File: config.mk
export PLATFORM = sky130hd
export DESIGN_NAME = nand_op_sequencer
export DESIGN_NICKNAME = d
export VERILOG_FILES = /design/src/rtl/nand_seq_pkg.sv /design/src/rtl/nseq_phase_timer.sv /design/src/rtl/nseq_addr_frame.sv /design/src/rtl/nseq_busy_watch.sv /design/src/rtl/nand_op_sequencer.sv
export SDC_FILE = /design/constraint.sdc
export NUM_CORES = 1
export LEC_CHECK = 0
export BUFFER_PORTS_ARGS = -buffer_cell sky130_fd_sc_hd__buf_2
export CAP_MARGIN = 25
export CORE_ASPECT_RATIO = 1.4
export CORE_MARGIN = 2
export CORE_UTILIZATION = 40
export CTS_CLUSTER_SIZE = 28
export DETAILED_ROUTE_END_ITERATION = 7
export GPL_ROUTABILITY_DRIVEN = 0
export PLACE_DENSITY = 0.69
export SKIP_CTS_REPAIR_TIMING = 1
export SLEW_MARGIN = 20
export SYNTH_ARGS = -nofsm -noshare
export SYNTH_HDL_FRONTEND = slang
export SYNTH_SLANG_ARGS = --single-unit
File: constraint.sdc
create_clock -name clk -period 6.65 [get_ports clk]
set_clock_uncertainty 0.2 [all_clocks]
set_input_delay 1.33 -clock clk [delete_from_list [all_inputs] [get_ports clk]]
set_output_delay 1.33 -clock clk [all_outputs]
set_load 0.005 [all_outputs]
File: src/rtl/nand_seq_pkg.sv
package nand_seq_pkg;

    typedef enum logic [1:0] {
        OP_READ  = 2'd0,
        OP_PROG  = 2'd1,
        OP_ERASE = 2'd2,
        OP_RSVD  = 2'd3
    } op_e;

    typedef enum logic [3:0] {
        S_IDLE,
        S_CMD,
        S_ADDR,
        S_WDATA,
        S_CONF,
        S_BUSY,
        S_RDATA,
        S_SCMD,
        S_SREAD,
        S_DONE
    } seq_state_e;

    localparam logic [7:0] OPC_READ_SETUP  = 8'h00;
    localparam logic [7:0] OPC_READ_GO     = 8'h30;
    localparam logic [7:0] OPC_PROG_SETUP  = 8'h80;
    localparam logic [7:0] OPC_PROG_GO     = 8'h10;
    localparam logic [7:0] OPC_ERASE_SETUP = 8'h60;
    localparam logic [7:0] OPC_ERASE_GO    = 8'hD0;
    localparam logic [7:0] OPC_STATUS      = 8'h70;

endpackage

File: src/rtl/nseq_phase_timer.sv
module nseq_phase_timer #(
    parameter int T_LO = 2,
    parameter int T_HI = 2
) (
    input  logic clk,
    input  logic rst_n,
    input  logic run,
    output logic strobe_low,
    output logic sample,
    output logic last
);
    localparam int TOT = T_LO + T_HI;
    localparam int CW  = $clog2(TOT + 1);

    logic [CW-1:0] cnt;

    always_ff @(posedge clk or negedge rst_n) begin
        if (!rst_n)
            cnt <= '0;
        else if (!run || last)
            cnt <= '0;
        else
            cnt <= cnt + CW'(1);
    end

    assign last       = run && (cnt == CW'(TOT - 1));
    assign strobe_low = run && (cnt < CW'(T_LO));
    assign sample     = run && (cnt == CW'(T_LO - 1));

endmodule

File: src/rtl/nseq_addr_frame.sv
module nseq_addr_frame #(
    parameter int COL_BYTES = 2,
    parameter int ROW_BYTES = 3,
    parameter int IDX_W     = 12
) (
    input  logic [8*COL_BYTES-1:0] col,
    input  logic [8*ROW_BYTES-1:0] row,
    input  logic                   row_only,
    input  logic [IDX_W-1:0]       idx,
    output logic [7:0]             byte_out,
    output logic [IDX_W-1:0]       frame_len
);
    localparam int FULL = COL_BYTES + ROW_BYTES;

    logic [7:0] full_b [FULL];
    logic [7:0] row_b  [ROW_BYTES];

    generate
        for (genvar g = 0; g < COL_BYTES; g++) begin : g_col
            assign full_b[g] = col[8*g +: 8];
        end
        for (genvar g = 0; g < ROW_BYTES; g++) begin : g_row
            assign full_b[COL_BYTES + g] = row[8*g +: 8];
            assign row_b[g]              = row[8*g +: 8];
        end
    endgenerate

    always_comb begin
        byte_out = 8'h00;
        for (int k = 0; k < FULL; k++)
            if (!row_only && idx == IDX_W'(k)) byte_out = full_b[k];
        for (int k = 0; k < ROW_BYTES; k++)
            if (row_only && idx == IDX_W'(k)) byte_out = row_b[k];
    end

    assign frame_len = row_only ? IDX_W'(ROW_BYTES) : IDX_W'(FULL);

endmodule

File: src/rtl/nseq_busy_watch.sv
module nseq_busy_watch #(
    parameter int T_WB     = 4,
    parameter int BUSY_MAX = 2000
) (
    input  logic clk,
    input  logic rst_n,
    input  logic arm,
    input  logic rb_n,
    output logic ready,
    output logic expired
);
    localparam int LIM = (BUSY_MAX > T_WB) ? BUSY_MAX : T_WB + 1;
    localparam int CW  = $clog2(LIM + 1);

    logic [1:0]    rb_sync;
    logic [CW-1:0] cnt;

    always_ff @(posedge clk or negedge rst_n) begin
        if (!rst_n)
            rb_sync <= 2'b00;
        else
            rb_sync <= {rb_sync[0], rb_n};
    end

    always_ff @(posedge clk or negedge rst_n) begin
        if (!rst_n)
            cnt <= '0;
        else if (!arm)
            cnt <= '0;
        else if (cnt != CW'(LIM))
            cnt <= cnt + CW'(1);
    end

    assign ready   = arm && (cnt >= CW'(T_WB)) && rb_sync[1];
    assign expired = arm && !ready && (cnt == CW'(LIM));

endmodule

File: src/rtl/nand_op_sequencer.sv
module nand_op_sequencer
    import nand_seq_pkg::*;
#(
    parameter int T_LO      = 2,
    parameter int T_HI      = 2,
    parameter int T_WB      = 4,
    parameter int BUSY_MAX  = 2000,
    parameter int LEN_W     = 12,
    parameter int COL_BYTES = 2,
    parameter int ROW_BYTES = 3
) (
    input  logic                   clk,
    input  logic                   rst_n,
    input  logic                   req_valid,
    input  logic [1:0]             req_op,
    input  logic [8*COL_BYTES-1:0] req_col,
    input  logic [8*ROW_BYTES-1:0] req_row,
    input  logic [LEN_W-1:0]       req_len,
    output logic                   req_ready,
    input  logic [7:0]             wr_data,
    output logic                   wr_take,
    output logic [7:0]             rd_data,
    output logic                   rd_valid,
    output logic                   op_done,
    output logic                   op_fail,
    output logic                   op_timeout,
    output logic                   nf_ce_n,
    output logic                   nf_cle,
    output logic                   nf_ale,
    output logic                   nf_we_n,
    output logic                   nf_re_n,
    output logic                   nf_wp_n,
    output logic [7:0]             nf_io_out,
    output logic                   nf_io_oe,
    input  logic [7:0]             nf_io_in,
    input  logic                   nf_rb_n
);
    localparam int CW = 8 * COL_BYTES;
    localparam int RW = 8 * ROW_BYTES;

    seq_state_e state, state_nx;
    op_e              op_q;
    logic [CW-1:0]    col_q;
    logic [RW-1:0]    row_q;
    logic [LEN_W-1:0] len_q;
    logic [LEN_W-1:0] idx;
    logic             fail_q, tout_q;
    logic [7:0]       rd_data_q;
    logic             rd_valid_q;

    logic tm_run, tm_low, tm_sample, tm_last;
    logic bw_ready, bw_expired;
    logic [7:0]       addr_byte;
    logic [LEN_W-1:0] addr_len;
    logic accept, addr_end, data_end;
    logic [7:0] setup_opc, go_opc;

    assign accept   = (state == S_IDLE) && req_valid && (op_e'(req_op) != OP_RSVD);
    assign addr_end = (idx == addr_len - LEN_W'(1));
    assign data_end = (idx == len_q - LEN_W'(1));

    assign tm_run = (state == S_CMD)   || (state == S_ADDR)  || (state == S_WDATA) ||
                    (state == S_CONF)  || (state == S_RDATA) || (state == S_SCMD)  ||
                    (state == S_SREAD);

    nseq_phase_timer #(.T_LO(T_LO), .T_HI(T_HI)) timer_i (
        .clk        (clk),
        .rst_n      (rst_n),
        .run        (tm_run),
        .strobe_low (tm_low),
        .sample     (tm_sample),
        .last       (tm_last)
    );

    nseq_addr_frame #(.COL_BYTES(COL_BYTES), .ROW_BYTES(ROW_BYTES), .IDX_W(LEN_W)) frame_i (
        .col       (col_q),
        .row       (row_q),
        .row_only  (op_q == OP_ERASE),
        .idx       (idx),
        .byte_out  (addr_byte),
        .frame_len (addr_len)
    );

    nseq_busy_watch #(.T_WB(T_WB), .BUSY_MAX(BUSY_MAX)) busy_i (
        .clk     (clk),
        .rst_n   (rst_n),
        .arm     (state == S_BUSY),
        .rb_n    (nf_rb_n),
        .ready   (bw_ready),
        .expired (bw_expired)
    );

    always_comb begin
        unique case (op_q)
            OP_PROG:  begin setup_opc = OPC_PROG_SETUP;  go_opc = OPC_PROG_GO;  end
            OP_ERASE: begin setup_opc = OPC_ERASE_SETUP; go_opc = OPC_ERASE_GO; end
            default:  begin setup_opc = OPC_READ_SETUP;  go_opc = OPC_READ_GO;  end
        endcase
    end

    // State register
    always_ff @(posedge clk or negedge rst_n) begin
        if (!rst_n)
            state <= S_IDLE;
        else
            state <= state_nx;
    end

    // Next-state decision
    always_comb begin
        state_nx = state;
        unique case (state)
            S_IDLE:  if (accept) state_nx = S_CMD;
            S_CMD:   if (tm_last) state_nx = S_ADDR;
            S_ADDR:  if (tm_last && addr_end)
                         state_nx = (op_q == OP_PROG && len_q != '0) ? S_WDATA : S_CONF;
            S_WDATA: if (tm_last && data_end) state_nx = S_CONF;
            S_CONF:  if (tm_last) state_nx = S_BUSY;
            S_BUSY:  begin
                if (bw_ready)
                    state_nx = (op_q == OP_READ && len_q != '0) ? S_RDATA : S_SCMD;
                else if (bw_expired)
                    state_nx = S_DONE;
            end
            S_RDATA: if (tm_last && data_end) state_nx = S_SCMD;
            S_SCMD:  if (tm_last) state_nx = S_SREAD;
            S_SREAD: if (tm_last) state_nx = S_DONE;
            S_DONE:  state_nx = S_IDLE;
            default: state_nx = S_IDLE;
        endcase
    end

    // Request latch, byte index, captured data and flags
    always_ff @(posedge clk or negedge rst_n) begin
        if (!rst_n) begin
            op_q       <= OP_READ;
            col_q      <= '0;
            row_q      <= '0;
            len_q      <= '0;
            idx        <= '0;
            fail_q     <= 1'b0;
            tout_q     <= 1'b0;
            rd_data_q  <= 8'h00;
            rd_valid_q <= 1'b0;
        end else begin
            rd_valid_q <= 1'b0;
            if (accept) begin
                op_q   <= op_e'(req_op);
                col_q  <= req_col;
                row_q  <= req_row;
                len_q  <= req_len;
                idx    <= '0;
                fail_q <= 1'b0;
                tout_q <= 1'b0;
            end
            if (state == S_ADDR && tm_last)
                idx <= addr_end ? '0 : idx + LEN_W'(1);
            if ((state == S_WDATA || state == S_RDATA) && tm_last)
                idx <= idx + LEN_W'(1);
            if (state == S_BUSY)
                idx <= '0;
            if (state == S_RDATA && tm_sample) begin
                rd_data_q  <= nf_io_in;
                rd_valid_q <= 1'b1;
            end
            if (state == S_SREAD && tm_sample)
                fail_q <= nf_io_in[0];
            if (state == S_BUSY && bw_expired)
                tout_q <= 1'b1;
        end
    end

    // Outputs
    always_comb begin
        nf_ce_n   = 1'b0;
        nf_cle    = 1'b0;
        nf_ale    = 1'b0;
        nf_we_n   = 1'b1;
        nf_re_n   = 1'b1;
        nf_io_out = 8'h00;
        nf_io_oe  = 1'b0;
        unique case (state)
            S_IDLE, S_DONE: nf_ce_n = 1'b1;
            S_CMD:   begin nf_cle = 1'b1; nf_we_n = !tm_low; nf_io_out = setup_opc;  nf_io_oe = 1'b1; end
            S_ADDR:  begin nf_ale = 1'b1; nf_we_n = !tm_low; nf_io_out = addr_byte;  nf_io_oe = 1'b1; end
            S_WDATA: begin               nf_we_n = !tm_low; nf_io_out = wr_data;    nf_io_oe = 1'b1; end
            S_CONF:  begin nf_cle = 1'b1; nf_we_n = !tm_low; nf_io_out = go_opc;     nf_io_oe = 1'b1; end
            S_SCMD:  begin nf_cle = 1'b1; nf_we_n = !tm_low; nf_io_out = OPC_STATUS; nf_io_oe = 1'b1; end
            S_RDATA, S_SREAD: nf_re_n = !tm_low;
            S_BUSY:  ;
            default: nf_ce_n = 1'b1;
        endcase
        nf_wp_n    = !nf_ce_n && (op_q != OP_READ);
        req_ready  = (state == S_IDLE);
        op_done    = (state == S_DONE);
        wr_take    = (state == S_WDATA) && tm_last;
        rd_data    = rd_data_q;
        rd_valid   = rd_valid_q;
        op_fail    = fail_q;
        op_timeout = tout_q;
    end

endmodule

======== After elaboration in Yosys (flattened, before gate mapping) ========
Cells that the tools add are included.
storage, ports and cells
  bits in registers ....................... 97
  input port bits ......................... 74
  output and inout bits ................... 29
  logic and storage cells ................. 148
operators by class
  $add $sub $neg .......................... 5
  $lt $le $gt $ge ......................... 2
  eq/ne operators ......................... 32
  muxes and demuxes ....................... 43
  reduce and logical (&&, ||, !) cells .... 53
operators with widths
  kind                                                                      count
  8-bit 2-to-1 mux                                                          8
  12-bit 2-to-1 mux                                                         5
  4-bit 2-to-1 mux                                                          10
  8-bit one-hot mux with 5 select lines                                     1
  4-bit one-hot mux with 9 select lines                                     1
  8-bit one-hot mux with 2 select lines                                     2
  1-bit logical AND                                                         28
  12-bit equality test                                                      2
  12-bit by 2-bit equality test with 1-bit output (second input constant)   2
  12-bit by 1-bit subtractor with 12-bit output (second input constant)     2
  11-bit 2-to-1 mux                                                         2
  4-bit by 3-bit equality test with 1-bit output (second input constant)    4
  12-bit by 1-bit adder with 12-bit output (second input constant)          1
  12-bit by 1-bit equality test with 1-bit output (second input constant)   1
  12-bit by 3-bit equality test with 1-bit output (second input constant)   1
  12-bit zero test                                                          1
  2-bit by 1-bit inequality test with 1-bit output (second input constant)  6
  12-bit nonzero test                                                       1
  11-bit by 1-bit adder with 11-bit output (second input constant)          1
  11-bit equality test (second input constant)                              1
  11-bit by 3-bit >= comparator with 1-bit output (second input constant)   1
  1-bit 2-to-1 mux                                                          11
  11-bit inequality test (second input constant)                            1
  3-bit 2-to-1 mux                                                          3
  22 further kinds                                                          39

======== Depth between registers and ports, before layout ========
Gate-level depths: netlist of the first run.
  depth after elaboration ................. 12
  mapped depth ............................ 11
  mapped depth without buffers ............ 9

======== Cells and area by module ========
A second synthesis of the first run with hierarchy kept.
unflattened totals
  cell total of the unflattened synthesis .. 767
  area, all modules ....................... 6341.1 µm²
modules (own cells, without submodules)
  module             instances  cells an instance  area each (µm²)
  nand_op_sequencer  1          567                4568.1
  nseq_addr_frame    1          120                933.4
  nseq_busy_watch    1          66                 653.1
  nseq_phase_timer   1          14                 186.4

======== Worst setup path before layout of the first run ========
Ideal clock, no wire load.
  kind .................................... register to output
  from .................................... register idx[0]
  to ...................................... output port nf_io_out[0]
  arrival ................................. 2225 ps
  required time ........................... 5120 ps
  setup slack ............................. 2895 ps
  stages on the path, launching flop included .. 12
  path buffers ............................ 2
  cell sequence ........................... dfrtp_1 > clkbuf_1 > inv_1 > ha_1 > clkbuf_1 > nor2_1 > o21ai_0 > nand2_1 > a21oi_1 > a221oi_1 > o41ai_1 > a32o_1
between the ends
  cells in the longest elaborated chain, start to end .. 11
ends and longest elaborated chain
  what                                     RTL line                                      source
  from (decl)                              nand_op_sequencer.sv:46                       logic [LEN_W-1:0] idx;
  from (signal assigned)                   nand_op_sequencer.sv:157                      idx <= addr_end ? '0 : idx + LEN_W'(1);
  from (signal assigned)                   nand_op_sequencer.sv:159                      idx <= idx + LEN_W'(1);
  12-bit zero test                         nseq_addr_frame.sv:31, nseq_addr_frame.sv:33
  1-bit logical AND                        nseq_addr_frame.sv:31                         if (!row_only && idx == IDX_W'(k)) byte_out = full_b[k];
  8-bit 2-to-1 mux (5 in a row)            nseq_addr_frame.sv:31
  8-bit 2-to-1 mux (2 in a row)            nseq_addr_frame.sv:33                         if (row_only && idx == IDX_W'(k)) byte_out = row_b[k];
  8-bit 2-to-1 mux *                       nseq_addr_frame.sv:33
  8-bit one-hot mux with 5 select lines *  nand_op_sequencer.sv:182                      unique case (state)
  to (decl)                                nand_op_sequencer.sv:33                       output logic [7:0] nf_io_out,
Mark *: on every way between the ends. The rest lies on a longest branch, timed or not.

======== Final worst setup path of the first run ========
Ends and elaborated chain as after synthesis.

==> impl_metrics.json, run 1 <==
{
  "synth_simple_gate_area_frac": 0.1803,
  "layout.cells.non_filler": 831,
  "ys_seq_elements": 97,
  "firstDrtPassIters": 5,
  "cts_tree": "built",
  "reg2reg_slack_ns": 3.54,
  "vdd_drop_max_uv": 168.1,
  "p_total_w": 0.002820,
  "critPathKind": "flop to output pin",
  "hold_class": "flop to flop",
  "vias": 4662,
  "initial_core_util": 0.4127,
  "synth_top_family_by_area": "simple AND/OR/NAND/NOR gates",
  "holdPathEnd": "busy_i.rb_sync[1]$_DFF_PN0_",
  "synth_compound_area_frac": 0.1556,
  "synth.largest_area_cell": "dfrtp_1",
  "grt_pass1_vias": 4760,
  "cts_inserted_buffers": 9,
  "critPathLaunch": "idx[0]$_DFFE_PN0P_",
  "maxSlewViolCount": 0,
  "reg2regPathDepth": 7,
  "syn_area_per_cell_um2": 10.30,
  "dp_cells": 816,
  "finalSetupTns_ns": 0,
  "die_h_um": 146.1,
  "rows": 51,
  "layout_setup_ws_ns": 1.740,
  "ys.flop_type": "dfrtp_1",
  "syn_nets": 649,
  "path_max_fanout": 19,
  "avgViaCountPerCell": 5.610,
  "end_kind": "output pin",
  "numClockSinks": 97,
  "grt_antenna_before_repair": 0,
  "clkLatencyLatePin_ns": 0.35,
  "synth_fa_ha_area_frac": 0.03255,
  "synth_mux_area_frac": 0.1310,
  "synthArstFlopShare": 1.000,
  "fmax_mhz": 203.7,
  "max_slew_margin": 0.4715,
  "ys_seq_area_frac": 0.4209,
  "grt-ovfl-total": 0,
  "post_drt_wl_per_cell_um": 17.58,
  "coreArea_um2": 13970,
  "wirelength_um": 14610,
  "preCtsSetupSlack_ns": 2.285,
  "synth.cell_area_um2": 5767,
  "synth_cell_type_count": 76,
  "cts.htree.levels": 3,
  "io_buffers": 102,
  "p_leak_nw": 2.957,
  "synthTopCellsByArea": "dfrtp_1 (42%), mux2_2 (12%), ha_1 (3.3%)",
  "syn_inst": 560,
  "antenna_left": 0,
  "die_x_um": 105.5,
  "fillers": 1284,
  "die-area_um2": 15410,
  "clockBufferDepth": 2,
  "ios": 103,
  "grt_pass1_wl_um": 23690,
  "rsz0062_at_grt": "false",
  "yosysTopAreaCellShare": 0.4209,
  "whs_path_depth": 0,
  "period_share": 0.7384,
  "hpwl_um": 10890,
  "num_antenna_cells": 0,
  "reg2reg_to": "idx[5]$_DFFE_PN0P_",
  "pwr_density_cell_nw_per_um2": 424.2,
  "crit_path_start_kind": "flop",
  "setup_viol_count_final": 0,
  "post-route-min-period_ns": 4.910,
  "hold_viol": 0,
  "status": "finished clean",
  "syn2layout_area_growth_pct": 15.27,
  "max_cap_viol_count": 0,
  "synth-edff-count": 0,
  "synthXorXnorAreaFrac": 0.03493,
  "required_ns": 5.12,
  "grt_usage": 0.1929,
  "finalHoldWorstSlack_ns": 0.1527,
  "drc": 0,
  "arrival_ns": 3.38,
  "worst_slew_pin_slew_ns": 0.7927,
  "hp-start": "busy_i.rb_sync[0]$_DFF_PN0_",
  "final_layout_size_suffix_gt1_frac": 0.3158,
  "r2r_start": "state[3]$_DFFE_PN0P_",
  "fin_nets": 731,
  "grt_max_degree": 65,
  "synth_warnings": 0,
  "drt-initial-drc-count": 264,
  "clock-root-buffer": "clkbuf_16",
  "clk_pin_slew_ns": 0.07
}
## registers in the layout, summed over array words and instances (netlist names), 3 cells and up
name         cells
len_q           12
rd_data          8
state            4
timer_i.cnt      3
row_q           24
idx             12
busy_i.cnt      11
col_q           16
## layer usage
metal | part of all wire | global-route usage | routed length [um] | up-vias
li1 | - | - | - | 2194
met1 | 0.43 | 0.2438 | 6214 | 2277
met2 | 0.49 | 0.3129 | 7110 | 154
met3 | 0.046 | 0.03616 | 668 | 37
met4 | 0.042 | 0.09933 | 613 | 0
met5 | 0 | 0 | 0 | -
## cell families after synthesis
family                     count (synthesis)
muxes                                     67
DFF                                       97
buffers and inverters                     54
AOI/OAI and AO/OA                        123
and+or+nand+nor                          181
adders and majority gates                 15
xor gates and xnor gates                  23
## worst max-delay path, stage by stage, from the launching register on
cell and delay (ns):
dfrtp_1 0.48, inv_1 0.13, ha_1 0.66, nor2_1 0.08, o21ai_0 0.18, nand2_1 0.07
a21oi_1 0.54, a221oi_1 0.13, o41ai_1 0.42, a32o_1 0.22, buf_2 0.11
## layout by cell type (no fill, tap or decap), drive strengths merged, types with 13 or more instances in the layout
cell type    n
nand2       35
a21oi       16
nor2b       13
buf        104
nor2        44
dfrtp       97
o21ai       38
xnor2       14
and3        13
mux2        62
inv         21
nor3b       14
nand3       15
ha          15
## cell type report
cell class,count,area (um^2),area share
flip-flops and latches,97,2427,0.3651
repair buffers,104,528.0,0.07943
clock buffers,10,229.0,0.03444
multi-input cells,409,3087,0.4643
clock inverters,5,66.31,0.009976
inverters,21,78.83,0.01186
well taps,185,231.5,0.03482
## worst max path at each step
stage | end | depth (start not counted)
floorplan | nf_io_out[0] | 11
global placement | nf_io_out[3] | 10
detailed placement | nf_io_out[5] | 10
CTS | nf_io_out[5] | 10
global route | nf_io_out[0] | 10
finish | nf_io_out[0] | 10
## through the flow
| stage | util | cell area (um^2) |
|---|---|---|
| after floorplan | - | 5767 |
| after global placement | 0.4546 | 6352 |
| after detailed placement | 0.4546 | 6352 |
| after CTS | 0.4757 | 6648 |
| after global routing | 0.4757 | 6648 |
| final | 0.4757 | 6648 |
## synth_stat cells (all sizes together) (3+ instances only)
library cell	n
a22oi	4
nor2b	13
a21o	3
or3	4
nor3	10
xnor2	14
a221oi	7
xor2	9
nor3b	14
clkbuf	17
and3	13
ha	15
o41ai	11
mux2i	5
o21ai	38
inv	20
o31ai	4
buf	16
o22ai	8
nand2b	10
a31oi	4
nor2	44
nand2	35
nand3	15
a21oi	16
dfrtp	97
nor4	8
mux2	62
a32o	6
## where the power goes
part | leakage [nW] | switching [W] | total [W] | internal, W
clock network | 0.141 | 0.000230 | 0.000523 | 0.000294
logic | 1.59 | 0.000596 | 0.00121 | 0.000619
registers | 1.22 | 0.000277 | 0.00108 | 0.000805
total | 2.96 | 0.00110 | 0.00282 | 0.00172
(Power assumes the default switching activity.)
==> run 2, diff against run 1 <==
Settings changed: ABC_AREA set to 1, PLACE_DENSITY 0.69 to 0.71.
Clock period 6.65 ns to 4.21 ns, I/O delays scaled along.
==> run 2 against run 1 <==
Final cell count rose by 37%; flip-flop and latch count is the same; worst setup slack lost 1.2 ns; wire length grew 2.1%; register-to-register slack got worse by 2.1 ns; cell area rose by 5.3%; sequential power up 41%; area after synthesis rose by 3.5%; critical path depth is 5 higher; count of clock-buffer cells in the layout is 1 lower; total power up 61%; sequential share of layout area is 1.8 points lower; critical path type unchanged; largest power group unchanged.
==> impl_metrics.json, run 2 <==
{
  "status": "finished clean",
  "cts_inserted_buffers": 9,
  "cts_tree": "built",
  "regMostFlops": "row_q",
  "hp-start": "busy_i.rb_sync[0]$_DFF_PN0_",
  "drc": 0,
  "max_slew_margin": 0.4158,
  "post_drt_wl_per_cell_um": 13.07,
  "synth_fa_ha_area_frac": 0.03145,
  "path_max_fanout": 21,
  "arrival_ns": 2.64,
  "cts.htree.levels": 3,
  "period_share": 0.8752,
  "synth.cell_area_um2": 5968,
  "rsz0062_at_grt": "false",
  "synth_cell_type_count": 44,
  "rows": 52,
  "worst_slew_pin_slew_ns": 0.8716,
  "required_ns": 3.17,
  "synth_top_family_by_area": "simple AND/OR/NAND/NOR gates",
  "synth.largest_area_cell": "dfrtp_1",
  "largest_register_ffs": 24,
  "pwr_density_cell_nw_per_um2": 649.8,
  "post-route-min-period_ns": 3.685,
  "hold_viol": 0,
  "critPathKind": "flop to output pin",
  "die_x_um": 107.2,
  "syn_inst": 850,
  "io_buffers": 102,
  "initial_core_util": 0.4113,
  "maxSlewViolCount": 0,
  "grt_pass1_wl_um": 24920,
  "p_total_w": 0.004547,
  "numClockSinks": 97,
  "yosys-top-cells-count": "nand2_1 (325), inv_1 (98), dfrtp_1 (97), nor2_1 (64), o21ai_0 (56)",
  "synthTopCellsByArea": "dfrtp_1 (41%), nand2_1 (20%), inv_1 (6.2%)",
  "yosysTopAreaCellShare": 0.4067,
  "layout_commonest_cell": "nand2_1",
  "grt-ovfl-total": 0,
  "clkLatencyLatePin_ns": 0.34,
  "r2r_start": "state[3]$_DFFE_PN0P_",
  "synth_mux_area_frac": 0,
  "num_antenna_cells": 0,
  "final_cell_mix": "nand2_1 (325), buf_2 (101), inv_1 (98), dfrtp_1 (97), nor2_1 (64)",
  "vdd_drop_max_uv": 256.6,
  "firstDrtPassIters": 5,
  "final_layout_size_suffix_gt1_frac": 0.1765,
  "hold_class": "flop to flop",
  "syn_area_per_cell_um2": 7.021,
  "synth_warnings": 0,
  "clk_pin_slew_ns": 0.07,
  "crit_path_start_kind": "flop",
  "reg_top3": "row_q: 24 flops, col_q: 16 flops",
  "p_leak_nw": 3.789,
  "critPathLaunch": "idx[8]$_DFFE_PN0P_",
  "grt_pass1_vias": 5426,
  "fmax_mhz": 271.4,
  "fin_nets": 1037,
  "drt-initial-drc-count": 235,
  "grt_max_degree": 69,
  "clock-root-buffer": "clkbuf_16",
  "antenna_left": 0,
  "vias": 5564,
  "grt_antenna_before_repair": 0,
  "ios": 103,
  "dp_cells": 1125,
  "finalSetupTns_ns": 0,
  "syn_nets": 939,
  "synth-edff-count": 0,
  "hpwl_um": 11500,
  "coreArea_um2": 14510,
  "max_cap_viol_count": 0,
  "avgViaCountPerCell": 4.876,
  "ys.flop_type": "dfrtp_1",
  "die_h_um": 148.5,
  "synthXorXnorAreaFrac": 0.02872,
  "synth_simple_gate_area_frac": 0.3577,
  "setup_viol_count_final": 0,
  "layout.cells.non_filler": 1141,
  "synth_compound_area_frac": 0.08637,
  "grt_usage": 0.1955,
  "ys_seq_area_frac": 0.4067,
  "synthArstFlopShare": 1.000,
  "synth_most_common_cell": "nand2_1",
  "die-area_um2": 15930,
  "wirelength_um": 14910,
  "ys_seq_elements": 97,
  "clockBufferDepth": 2,
  "end_kind": "output pin",
  "syn2layout_area_growth_pct": 17.23
}
-- run 2: cell count changes after synthesis, moves of 21 or more --
cell / previous run / this run
mux2_2: 60 / 0
nand3_1: 15 / 54
nor2_1: 43 / 64
nand2_1: 34 / 325
inv_1: 20 / 98
o21ai_0: 34 / 56
-- run 2: area by class of cell --
class,count,area [um^2]
Timing Repair Buffer,107,575.6
Multi-Input combinational cell,620,3014
Clock buffer,9,225.2
Inverter,113,425.4
Fill cell,1460,7512
Tap cell,189,236.5
Sequential cell,97,2427
Clock inverter,6,92.59
-- run 2: path summary, 6_finish.rpt --
path                                                to  slack (ns)  depth (start not counted)
max reg2reg                         idx[9]$_DFFE_PN0P_        1.44                          9
min                        busy_i.rb_sync[1]$_DFF_PN0_        0.16                          0
min in group asynchronous    busy_i.cnt[3]$_DFFE_PN0P_        0.30                          1
min reg2reg                busy_i.rb_sync[1]$_DFF_PN0_        0.16                          0
max                                       nf_io_out[4]        0.53                         15
max in group asynchronous         col_q[6]$_DFFE_PN0P_        2.83                          2
-- run 2: kinds of logic (layout without fill, tap and decap cells) --
family,after synthesis,after routing
xor gates and xnor gates,18,18
buffers and inverters,133,235
DFF,97,97
and+or+nand+nor,495,495
AOI/OAI and AO/OA,92,92
adders and majority gates,15,15
-- run 2: critical path: stages (launching register included) --
cell and delay (ns):
dfrtp_1 0.42, nor2_1 0.13, nand2_1 0.10, nor2_4 0.37
nand3_1 0.43, inv_2 0.21, nand2_1 0.06, nand2_1 0.06
nand2_1 0.05, nand2_1 0.06, nand2_1 0.04, nand2_1 0.05
nand2_1 0.05, nand2_1 0.05, nand2_1 0.06, buf_2 0.13
-- run 2: per-stage QoR --
stage	hold slack [ns]	setup slack [ns]	util	area, um^2
after floorplan	0.1312	1.425	-	5968
after detailed placement	0.1499	0.6400	0.4586	6654
after global routing	0.1793	0.1490	0.4822	6997
final	0.1623	0.5255	0.4822	6997
after CTS	0.1651	0.2591	0.4805	6972
after global placement	0.1333	0.6711	0.4586	6654
-- run 2: routing by layer --
layer	GRT usage	part of all wire	vias up
met5	0	0	-
met4	0.08766	0.035	0
met3	0.02673	0.035	36
met2	0.3462	0.52	130
met1	0.2333	0.41	2542
li1	-	-	2856
-- run 2: where the power goes --
| part | total (W) | internal, W | switching, W |
|---|---|---|---|
| clock | 0.000885 | 0.000521 | 0.000364 |
| combinational | 0.00214 | 0.000793 | 0.00135 |
| sequential | 0.00152 | 0.00126 | 0.000261 |
| total | 0.00455 | 0.00257 | 0.00197 |
==> run 3, diff against run 2 <==
Settings changed: BUFFER_PORTS_ARGS -buffer_cell sky130_fd_sc_hd__buf_2 to not set, DONT_BUFFER_PORTS set to 1, PLACE_DENSITY 0.71 to 0.65.
==> run 3 against run 2 <==
First-iteration DRC count down 11%; register-to-register slack better by 0.07 ns; wire length up 0.93%; sequential power about the same; critical endpoint is now nf_io_out[7]; critical path type unchanged; global-route usage up 0.13 points; count of clock-buffer cells in the layout unchanged; critical path depth down 2; core utilization down 3.6 points; worst hold slack better by 0.0044 ns; maximum frequency up 2.1%; worst setup slack better by 0.076 ns; cell area down 7.5%.
==> impl_metrics.json, run 3 (synthesized netlist as in run 2, its figures left out) <==
{
  "grt_pass1_wl_um": 24600,
  "grt_max_degree": 98,
  "crit_path_start_kind": "flop",
  "path_max_fanout": 10,
  "max_slew_margin": 0.4560,
  "fmax_mhz": 277.1,
  "max_stage_delay_ns": 0.35,
  "status": "finished clean",
  "cts_inserted_buffers": 9,
  "largest_register_ffs": 24,
  "crit_chain": "inv_1, ha_1, inv_2, nand2_1, nor2_1, nand3_1, o21ai_0, inv_1, nand3_1, nand2_1, nand2_1, nand2_1, nand2_1",
  "end_kind": "output pin",
  "final_layout_size_suffix_gt1_frac": 0.08089,
  "post_drt_wl_per_cell_um": 14.44,
  "crit_top_cell": "nand2_1",
  "clockBufferDepth": 2,
  "die-area_um2": 15930,
  "required_ns": 3.17,
  "clkLatencyLatePin_ns": 0.35,
  "reg_top3": "row_q: 24 flops, col_q: 16 flops",
  "vdd_drop_max_uv": 356.9,
  "rows": 52,
  "p_sw_frac": 0.4512,
  "post-route-min-period_ns": 3.609,
  "fin_nets": 937,
  "p_seq_frac": 0.350,
  "hold_class": "flop to flop",
  "hpwl_um": 11350,
  "coreArea_um2": 14510,
  "rsz0062_at_grt": "false",
  "grt-ovfl-total": 0,
  "initial_core_util": 0.4113,
  "critPathKind": "flop to output pin",
  "drc": 0,
  "worst_slew_pin_slew_ns": 0.8129,
  "drt-initial-drc-count": 209,
  "clk_pin_slew_ns": 0.07,
  "fillers": 1469,
  "period_share": 0.8572,
  "die_x_um": 107.2,
  "cts.htree.levels": 3,
  "ios": 103,
  "cpMaxStageDelayCell": "dfrtp_1",
  "arrival_ns": 2.57,
  "finalSetupTns_ns": 0,
  "io_buffers": 0,
  "avgViaCountPerCell": 4.966,
  "final_cell_mix": "nand2_1 (325), inv_1 (98), dfrtp_1 (97), nor2_1 (64), o21ai_0 (56)",
  "p_leak_nw": 3.377,
  "intPower_w": 0.002400,
  "maxSlewViolCount": 0,
  "numClockSinks": 97,
  "grt_antenna_before_repair": 0,
  "syn2layout_area_growth_pct": 8.470,
  "max_cap_viol_count": 0,
  "vias": 5175,
  "setup_viol_count_final": 0,
  "pwr_density_cell_nw_per_um2": 675.5,
  "p_sw_w": 0.001973,
  "p_clk_frac": 0.193,
  "hold_viol": 0,
  "cts_tree": "built",
  "grt_usage": 0.1968,
  "antenna_left": 0,
  "fin_util": 0.4462,
  "wirelength_um": 15050,
  "die_h_um": 148.5,
  "clock-root-buffer": "clkbuf_16",
  "grt_pass1_vias": 5079,
  "layout_commonest_cell": "nand2_1",
  "regMostFlops": "row_q",
  "firstDrtPassIters": 5,
  "num_antenna_cells": 0,
  "pwr-share-comb": 0.458
}
==> run 3: changes by cell type in the layout (fill, tap and decap cells not counted), sizes merged <==
cell,delta
inv,+1
bufinv,-1
clkinvlp,+1
buf,-100
==> run 3: worst paths after layout <==
| check | from | end | slack (ns) | depth (start not counted) |
|---|---|---|---|---|
| worst max-delay path | op_q[0]$_DFFE_PN0P_ | nf_io_out[7] | 0.60 | 13 |
| worst min-delay path | busy_i.rb_sync[0]$_DFF_PN0_ | busy_i.rb_sync[1]$_DFF_PN0_ | 0.17 | 0 |
| worst max register to register | state[0]$_DFFE_PN0P_ | state[3]$_DFFE_PN0P_ | 1.51 | 11 |
| worst min register to register | busy_i.rb_sync[0]$_DFF_PN0_ | busy_i.rb_sync[1]$_DFF_PN0_ | 0.17 | 0 |
| max in group asynchronous | rst_n | busy_i.cnt[4]$_DFFE_PN0P_ | 3.22 | 1 |
| min in group asynchronous | rst_n | len_q[0]$_DFFE_PN0P_ | 0.21 | 1 |
==> run 3: critical path: cells and delay by family (launching register included) <==
kind / cells / cell delay (ns)
DFF: 1 / 0.35
buffers and inverters: 3 / 0.36
and+or+nand+nor: 8 / 0.88
adders and majority gates: 1 / 0.32
AOI/OAI and AO/OA: 1 / 0.31
==> run 3: area by class of cell <==
class                           instances  area (um^2)  area share
Clock buffer                            9        225.2     0.03479
Multi-Input combinational cell        620         3009      0.4648
Tap cell                              189        236.5     0.03653
Sequential cell                        97         2427      0.3750
Clock inverter                          7        77.57     0.01198
Timing Repair Buffer                    7        72.57     0.01121
Inverter                              113        425.4     0.06571
==> run 3: layer usage <==
metal,track usage,wire length (um),share of wire
met5,0,0,0
met4,0.08442,427,0.028
met3,0.03330,517,0.034
met2,0.3415,7669,0.51
met1,0.2385,6434,0.43
==> run 3: stage by stage <==
stage	hold WS, ns	total power, W	cell area [um^2]	setup slack (ns)	cells
final	0.1667	0.004373	6474	0.6013	1042
after global routing	0.1735	0.004768	6474	0.3233	1042
after CTS	-0.02861	0.004390	6446	0.5727	1041
after detailed placement	0.1536	0.003532	6143	0.9804	1025
after global placement	0.1321	0.003511	6143	0.9927	1025
after floorplan	0.1312	0.003038	5968	1.425	850
==> run 3: power by group through the flow <==
| stage | Combinational (W) | Sequential, W | Clock, W |
|---|---|---|---|
| floorplan | 0.00159 | 0.00145 | 0 |
| global placement | 0.00196 | 0.00155 | 0 |
| detailed placement | 0.00199 | 0.00155 | 0 |
| CTS | 0.00200 | 0.00153 | 0.000862 |
| global route | 0.00229 | 0.00157 | 0.000901 |
| finish | 0.00200 | 0.00153 | 0.000843 |
